## config.mk

```make
export PLATFORM = sky130hd
export DESIGN_NAME = nvw_write_guard
export DESIGN_NICKNAME = d
export VERILOG_FILES = /design/src/rtl/nvw_pkg.sv /design/src/rtl/nvw_unlock_seq.sv /design/src/rtl/nvw_busy_timer.sv /design/src/rtl/nvw_write_guard.sv
export SDC_FILE = /design/constraint.sdc
export NUM_CORES = 1
export LEC_CHECK = 0
export ABC_CLOCK_PERIOD_IN_PS = 1900
export BUFFER_PORTS_ARGS = -buffer_cell sky130_fd_sc_hd__buf_2
export CORE_AREA = 2 2 45 47
export CTS_CLUSTER_SIZE = 25
export DETAILED_ROUTE_END_ITERATION = 10
export DIE_AREA = 0 0 47 49
export PLACE_DENSITY = 0.7
export SYNTH_ARGS = -nofsm -noshare
export SYNTH_HDL_FRONTEND = slang
export SYNTH_SLANG_ARGS = --single-unit
```

## constraint.sdc

```tcl
create_clock -name clk -period 1.9 [get_ports clk]
set_clock_uncertainty 0.2 [all_clocks]
set_input_delay 0 -clock clk [delete_from_list [all_inputs] [get_ports clk]]
set_output_delay 0 -clock clk [all_outputs]
set_load 0.005 [all_outputs]
```

## src/rtl/nvw_pkg.sv

```systemverilog
// Package: shared state encoding and control-register bit positions for
// the keyed write-unlock sequencer. Assumes an 8-bit or wider data bus.
package nvw_pkg;

    typedef enum logic [1:0] {
        SEQ_LOCKED = 2'd0,
        SEQ_GOT1   = 2'd1,
        SEQ_GOT2   = 2'd2
    } seq_state_e;

    localparam int CTRL_EN_BIT    = 0;
    localparam int CTRL_START_BIT = 1;
    localparam int CTRL_DONE_BIT  = 2;

    localparam int ADDR_CTRL = 0;
    localparam int ADDR_KEY  = 1;

endpackage

```

## src/rtl/nvw_unlock_seq.sv

```systemverilog
// Unlock sequencer: follows the key bytes and the start command, counting
// instruction-cycle strobes between the steps. start_ok is high on the
// strobe that carries a correctly timed start write. Assumes key_wr and
// ctrl_wr are already qualified by stb. SPACING must be at least 1.
module nvw_unlock_seq
    import nvw_pkg::*;
#(
    parameter int          DW        = 8,
    parameter int          SPACING   = 2,
    parameter logic [DW-1:0] KEY_FIRST  = 8'h55,
    parameter logic [DW-1:0] KEY_SECOND = 8'hAA
) (
    input  logic          clk,
    input  logic          rst_n,
    input  logic          stb,
    input  logic          key_wr,
    input  logic [DW-1:0] key_data,
    input  logic          ctrl_wr,
    input  logic          start_set,
    output logic          start_ok,
    output seq_state_e    state_o
);
    localparam int CW = $clog2(SPACING + 1);
    localparam logic [CW-1:0] DEADLINE = CW'(SPACING);

    seq_state_e    state_q;
    logic [CW-1:0] gap_q;
    logic          deadline;
    logic          early_touch;

    // Decode whether this strobe is the required step slot, or an early access.
    always_comb begin
        deadline    = (gap_q == DEADLINE);
        early_touch = key_wr || (ctrl_wr && start_set);
        start_ok    = stb && (state_q == SEQ_GOT2) && deadline && ctrl_wr && start_set;
    end

    // Advance the sequencer one strobe at a time.
    always_ff @(posedge clk) begin
        if (!rst_n) begin
            state_q <= SEQ_LOCKED;
            gap_q   <= '0;
        end else if (stb) begin
            case (state_q)
                SEQ_LOCKED: begin
                    if (key_wr && key_data == KEY_FIRST) begin
                        state_q <= SEQ_GOT1;
                        gap_q   <= CW'(1);
                    end
                end
                SEQ_GOT1: begin
                    if (deadline) begin
                        if (key_wr && key_data == KEY_SECOND) begin
                            state_q <= SEQ_GOT2;
                            gap_q   <= CW'(1);
                        end else begin
                            state_q <= SEQ_LOCKED;
                            gap_q   <= '0;
                        end
                    end else if (early_touch) begin
                        state_q <= SEQ_LOCKED;
                        gap_q   <= '0;
                    end else begin
                        gap_q <= gap_q + CW'(1);
                    end
                end
                SEQ_GOT2: begin
                    if (deadline || early_touch) begin
                        state_q <= SEQ_LOCKED;
                        gap_q   <= '0;
                    end else begin
                        gap_q <= gap_q + CW'(1);
                    end
                end
                default: begin
                    state_q <= SEQ_LOCKED;
                    gap_q   <= '0;
                end
            endcase
        end
    end

    assign state_o = state_q;

endmodule

```

## src/rtl/nvw_busy_timer.sv

```systemverilog
// Busy timer: stands in for the memory controller. A load starts a
// BUSY_CYCLES-clock busy period; finish is high on the last busy clock.
// Assumes load is never raised while busy (the top gates it).
module nvw_busy_timer #(
    parameter int BUSY_CYCLES = 16
) (
    input  logic clk,
    input  logic rst_n,
    input  logic load,
    output logic busy,
    output logic finish
);
    localparam int TW = $clog2(BUSY_CYCLES + 1);

    logic [TW-1:0] left_q;

    // Count down the remaining busy clocks.
    always_ff @(posedge clk) begin
        if (!rst_n) begin
            left_q <= '0;
        end else if (load) begin
            left_q <= TW'(BUSY_CYCLES);
        end else if (left_q != '0) begin
            left_q <= left_q - TW'(1);
        end
    end

    // Status taps from the counter.
    always_comb begin
        busy   = (left_q != '0);
        finish = (left_q == TW'(1));
    end

endmodule

```

## src/rtl/nvw_write_guard.sv

```systemverilog
// Top: register decode, enable and done flags, and the start pulse.
// Address 0 is control (bit0 enable, bit1 start/busy, bit2 done) and
// address 1 is the write-only key. Assumes one bus access per strobe.
module nvw_write_guard
    import nvw_pkg::*;
#(
    parameter int AW          = 2,
    parameter int DW          = 8,
    parameter int SPACING     = 2,
    parameter int BUSY_CYCLES = 16
) (
    input  logic          clk,
    input  logic          rst_n,
    input  logic          cyc_stb,
    input  logic          bus_we,
    input  logic [AW-1:0] bus_addr,
    input  logic [DW-1:0] bus_wdata,
    output logic [DW-1:0] bus_rdata,
    output logic          wr_go,
    output logic          wr_busy,
    output logic          wr_done
);
    logic       ctrl_wr;
    logic       key_wr;
    logic       start_ok;
    logic       launch;
    logic       finish;
    logic       en_q;
    logic       done_q;
    logic       go_q;
    seq_state_e seq_state;

    // Qualify bus writes by the instruction-cycle strobe.
    always_comb begin
        ctrl_wr = cyc_stb && bus_we && (bus_addr == AW'(ADDR_CTRL));
        key_wr  = cyc_stb && bus_we && (bus_addr == AW'(ADDR_KEY));
        launch  = start_ok && en_q && !wr_busy;
    end

    nvw_unlock_seq #(
        .DW      (DW),
        .SPACING (SPACING)
    ) u_seq (
        .clk       (clk),
        .rst_n     (rst_n),
        .stb       (cyc_stb),
        .key_wr    (key_wr),
        .key_data  (bus_wdata),
        .ctrl_wr   (ctrl_wr),
        .start_set (bus_wdata[CTRL_START_BIT]),
        .start_ok  (start_ok),
        .state_o   (seq_state)
    );

    nvw_busy_timer #(
        .BUSY_CYCLES (BUSY_CYCLES)
    ) u_timer (
        .clk    (clk),
        .rst_n  (rst_n),
        .load   (launch),
        .busy   (wr_busy),
        .finish (finish)
    );

    // Enable bit: software-owned, written only by a control write.
    always_ff @(posedge clk) begin
        if (!rst_n)       en_q <= 1'b0;
        else if (ctrl_wr) en_q <= bus_wdata[CTRL_EN_BIT];
    end

    // Done flag: set by the timer, cleared by writing 0; set wins.
    always_ff @(posedge clk) begin
        if (!rst_n)                                     done_q <= 1'b0;
        else if (finish)                                done_q <= 1'b1;
        else if (ctrl_wr && !bus_wdata[CTRL_DONE_BIT])  done_q <= 1'b0;
    end

    // Register the one-shot start pulse toward the memory controller.
    always_ff @(posedge clk) begin
        if (!rst_n) go_q <= 1'b0;
        else        go_q <= launch;
    end

    // Read mux: the key register always reads zero.
    always_comb begin
        bus_rdata = '0;
        if (bus_addr == AW'(ADDR_CTRL)) begin
            bus_rdata[CTRL_EN_BIT]    = en_q;
            bus_rdata[CTRL_START_BIT] = wr_busy;
            bus_rdata[CTRL_DONE_BIT]  = done_q;
        end
    end

    assign wr_go   = go_q;
    assign wr_done = done_q;

endmodule

```

---- Yosys cells after proc, flatten, opt, wreduce, memory -nomap -nowiden ----
Index checks and enable logic that the tools add are counted.
word-level totals
  flip-flop bits (word level) ............. 12
  output and inout port bits .............. 11
  logic and storage cells ................. 61
cells by class
  multiplexer cells ....................... 16
  reductions and logical operators ........ 25
  equality and inequality tests ........... 10
  bitwise gates (word level) .............. 1
  $add $sub $neg .......................... 2
operators by type and width
  cell                                                   number
  two-way mux 2 bit                                      8
  logical AND 1 bit                                      13
  one-hot mux 2 bit (3 select lines)                     2
  two-way mux 5 bit                                      2
  == test 8 x 7 -> 1 bit, second input constant          1
  == test 8 bit, second input constant                   1
  == test 5 x 1 -> 1 bit, second input constant          1
  nonzero test 5 bit                                     1
  subtractor 5 x 1 -> 5 bit, second input constant       1
  == test 2 x 1 -> 1 bit, second input constant          2
  == test 2 bit, second input constant                   2
  logical NOT 2 bit                                      2
  AND reduction 4 bit                                    1
  nonzero test 2 bit                                     2
  two-way mux 1 bit                                      3
  two-way mux 3 bit                                      1
  inequality test 3 x 1 -> 1 bit, second input constant  1
  adder 2 x 1 -> 2 bit, second input constant            1
  logical NOT 1 bit                                      2
  logical OR 1 bit                                       2
  inequality test 2 x 1 -> 1 bit, second input constant  1
  inequality test 2 bit, second input constant           1
  AND reduction 2 bit                                    1
  OR reduction 2 bit                                     1
  NOT 1 bit                                              1

---- Longest topological paths before layout ----
  depth in word-level cells ............... 8
  depth in mapped cells ................... 7

---- Modules after synthesis ----
Synthesis repeated with hierarchy kept, for this count alone.
second synthesis, totals
  cells, all modules ...................... 86
  area, all modules ....................... 770.7 sq um
by module, submodules not included
  module           cells an instance  times used  area an instance (sq um)
  nvw_unlock_seq   36                 1           316.6
  nvw_busy_timer   26                 1           256.5
  nvw_write_guard  24                 1           197.7

---- Worst setup path before layout ----
No wires, ideal clock.
  path type ............................... flip-flop to flip-flop
  from .................................... reg u_timer.left_q[0]
  to ...................................... reg u_timer.left_q[1]
  slack ................................... -0.201 ns
  data required time ...................... 1.578 ns
  cell stages (with the launch flop) ...... 8
  buffers on the path ..................... 1
  arrival time ............................ 1.779 ns
  clock period less this slack ............ 2.101 ns
  cell sequence ........................... dfxtp_1 inv_1 ha_1 or4b_1 buf_2 or4_4 nand2_1 a211oi_1
on the way
  cells in the longest elaborated chain, start to end .. 4
  elaborated cells between the ends (all ways) .. 5
  classes of those cells .................. 1 x add/sub; 4 x reduce/logical
RTL lines
  item                          RTL line               source
  from (decl)                   nvw_busy_timer.sv:15   logic [TW-1:0] left_q;
  from (signal assigned)        nvw_busy_timer.sv:22   left_q <= TW'(BUSY_CYCLES);
  from (signal assigned)        nvw_busy_timer.sv:24   left_q <= left_q - TW'(1);
  nonzero test 5 bit (*)        nvw_busy_timer.sv:30   busy = (left_q != '0);
  net wr_busy                   nvw_write_guard.sv:20  output logic wr_busy,
  logical NOT 1 bit             nvw_write_guard.sv:37  launch = start_ok && en_q && !wr_busy;
  logical AND 1 bit             nvw_write_guard.sv:37
  OR reduction 2 bit (no line)  --
Mark *: on every way through the listed nets, which the timed path passes. The rest lies on a longest branch.
A chain may end at the register's enable or synchronous reset.

---- Worst setup path after layout ----
  from .................................... reg u_timer.left_q[1]
  to ...................................... reg u_timer.left_q[1]
on the way
  cells in the longest elaborated chain, start to end .. 4
  elaborated cells between the ends (all ways) .. 5
  classes of those cells .................. 1 x add/sub; 4 x reduce/logical
RTL lines
  item
  branches (longest 4 deep; another with subtractor 5 x 1 -> 5 bit)
Several ways; the timed one is not identified.

==> impl_results.md <==
- Worst min-delay path class: input pin to register
- Pre-Repair DR Iteration Count: 4
- Bufs on Longest Clock Path: 2
- Dpl cells: 135
- Worst VDD drop: 0.584 mV
- RSZ-0062 raised after global routing: true
- Clock sink total: 12
- Row cnt: 16
- Share of layout cells above drive strength 1: 38.1%
- Netlist cell types: 41
- Fillcell total: 184
- Syn avg cell area: 8.77 sq um
- Clock-pin slew on the worst setup and hold paths: 80 ps
- Post-Synthesis Cells: 87
- Hold WS: -178 ps
- Post-route setup slack: -31.6 ps
- Sw Pwr: 0.000283 W
- Critical Path AT: 1900 ps
- Reg2reg end: u_timer.left_q[1]
- IO Port Bufs: 19
- DRC: 0
- Routed vias: 760
- Deepest level of the CTS H-tree: 1
- Crit-path max FO: 3
- Die Ht: 49 microns
- Min Clock Period, post-route: 1930 ps
- Initial core utilization: 41.4%
- Nature of the critical path endpoint: register
- Finished Layout Cells: 145
- Worst EP required: 1870 ps
- GPL Wtd Cong: 0.823
- Crit path kind: register to register
- Clock power frac: 17.8%
- Worst setup path end: u_timer.left_q[1]
- Crit-path cells: inv_2 -> ha_4 -> or4b_4 -> or4_4 -> nand2_2 -> a211oi_1
- # hold bufs at CTS: 6
- Die width: 47 microns
- Post-route ant nets: 0
- Worst path slowest cell: or4_4
- Yosys warns: 0
- Max_cap viols: 0
- Static leakage: 0.436 nW
- R2R depth: 6
- Fin. Hold Viols: 8
- Reg2reg start: u_timer.left_q[1]
- GRT overflow: 0
- FF+latch count, synth: 12
- Power density cells: 878 nW/um^2
- Sequential share of power: 35.1%
- CTS buffer count: 3
- CP max stage delay: 510 ps
- Switching share of power: 31.4%
- Setup TNS: -58.8 ps
- Final slew viol count: 0
- Area growth from synthesis to layout: 34.4%
- Startpoint type of the worst setup path: register
- Core area: 1840 sq um
- Combinational share of power: 47.2%
- Max Fclk: 518 MHz
- Setup crit start: u_timer.left_q[1]
- CTS tree: built
- First-pass GRT wire length: 3060 microns
- Die footprint: 2300 sq um
- DP HPWL: 1370 microns
- Clock Tree Root: clkbuf_4
- Register area share after synthesis: 31.5%
- Post-synth EDFFs: 0
- Synth Cell Area: 763 sq um
- Number of global-route vias before repair: 706
- Ports: 25
- FFs w/ async S/R, synth: 0%
- Failing checks: hold timing, setup timing
- DRT iter0 DRCs: 13
- Final setup fails: 2
- P_int: 0.000618 W
- Antenna Cells: 0
- Clk_lat worst skew: 280 ps
- Largest net degree at the start of global routing: 9
- Routed len/inst: 12.0 microns
- Final #Nets: 137
- Antenna violations before repair: 0
- Vias/cell: 5.24
- GRT Overall Usage: 18.4%
- Flop-to-flop setup slack: -30 ps
- Tcrit/Tclk final: 102%
- Routed WL: 1740 microns
- Status: finished, violations left
- Prevailing post-synth register cell: dfxtp_1
==> cells in the mapped netlist (3+ instances only) <==
master / n / area (sq um)
nor2_1: 6 / 22.5
buf_4: 5 / 37.5
inv_1: 4 / 15.0
a211oi_1: 4 / 30.0
o21ai_0: 3 / 15.0
nor3b_1: 3 / 22.5
nand2_1: 3 / 11.3
ha_1: 3 / 37.5
nand4b_1: 3 / 26.3
dfxtp_1: 12 / 240
a21oi_1: 3 / 15.0
==> sequential cells by signal, summed over array words and instances, names as in the netlist <==
signal / flops
en_q: 1
u_seq.gap_q: 2
u_seq.state_o: 2
u_timer.left_q: 5
wr_done: 1
wr_go: 1
==> cells by family after synthesis <==
family / count (synthesis) / synth area share [%]
AOI/OAI and AO/OA: 19 / 17.7
xor gates and xnor gates: 3 / 3.44
adders and majority gates: 3 / 4.92
buffers and inverters: 13 / 9.18
DFF: 12 / 31.5
muxes: 1 / 1.31
other: 1 / 0.491
and+or+nand+nor: 35 / 31.5
==> worst max-delay path: cells and delay by family, from the launching register on <==
family / cells / cell delay, ps
adders and majority gates: 1 / 130
AOI/OAI and AO/OA: 1 / 40
and+or+nand+nor: 3 / 1050
buffers and inverters: 1 / 70
DFF: 1 / 330
==> area by class of cell <==
type,instances,area (sq um),share of cell area [%]
clock buffer,3,22.5,2.20
multi-input combinational,66,497,48.4
timing repair buffer,33,215,21.0
sequential,12,243,23.7
tap,27,33.8,3.29
inverter,4,15.0,1.46
==> stage by stage <==
| stage | worst slack (ps) | power, W | utilization, % | cell area, sq um |
|---|---|---|---|---|
| after detailed placement | -28.7 | 0.000727 | 50.3 | 926 |
| after global routing | -94.5 | 0.000970 | 55.7 | 1030 |
| after floorplan | -109 | 0.000586 | - | 806 |
| after global placement | 3.36 | 0.000715 | 50.3 | 926 |
| after CTS | -35.0 | 0.000904 | 55.2 | 1020 |
| final | -31.6 | 0.000901 | 55.7 | 1030 |
==> how the worst min path moves through the flow <==
stage / start / endpoint / depth (start not counted)
after detailed placement: bus_wdata[0] / en_q / 3
after global placement: bus_wdata[0] / en_q / 3
after CTS: rst_n / u_timer.left_q[0] / 3
final: rst_n / u_timer.left_q[0] / 3
after floorplan: bus_addr[1] / bus_rdata[0] / 1
after global routing: rst_n / u_timer.left_q[0] / 3
==> what timing repair did <==
| item | 4_1_cts | 5_1_grt |
|---|---|---|
| endpoints found under the hold margin | 11 | 6 |
| buffers inserted | 1 | 0 |
| gates resized for setup | 0 | 2 |
| gates cloned | 0 | 0 |
| endpoints found under the setup margin | 3 | 9 |
==> power groups by stage <==
stage / combinational, W / clock (W) / sequential, W
detailed placement: 0.000404 / 0 / 0.000323
CTS: 0.000428 / 0.000160 / 0.000316
global placement: 0.000396 / 0 / 0.000319
floorplan: 0.000256 / 0 / 0.000330
global route: 0.000473 / 0.000174 / 0.000323
finish: 0.000425 / 0.000160 / 0.000316
==> layer usage <==
layer | vias up | global-route usage (%) | wire length (microns)
met3 | 2 | 4.81 | 91
met5 | - | 0 | 0
met1 | 357 | 23.1 | 742
li1 | 377 | - | -
met2 | 24 | 27.6 | 886
met4 | 0 | 10.2 | 17
==> cells in the final DEF, fill, tap and decap left out, types with 2 or more instances in the layout <==
master / n
nand4b_1: 3
buf_4: 8
nor2_1: 6
buf_2: 19
or4_4: 2
conb_1: 5
dfxtp_2: 2
nand2b_1: 2
clkbuf_4: 3
a21oi_1: 3
nand2_1: 2
o21ai_0: 3
a211oi_1: 4
a221o_1: 2
nor3b_1: 3
nand4_1: 2
ha_1: 2
dfxtp_1: 10
dlygate4sd3_1: 6
inv_1: 2
xnor2_1: 2
nor3_1: 2
inv_2: 2
o21ai_1: 2
nand4bb_1: 2
Note: power is estimated with default switching activity, not from simulation.
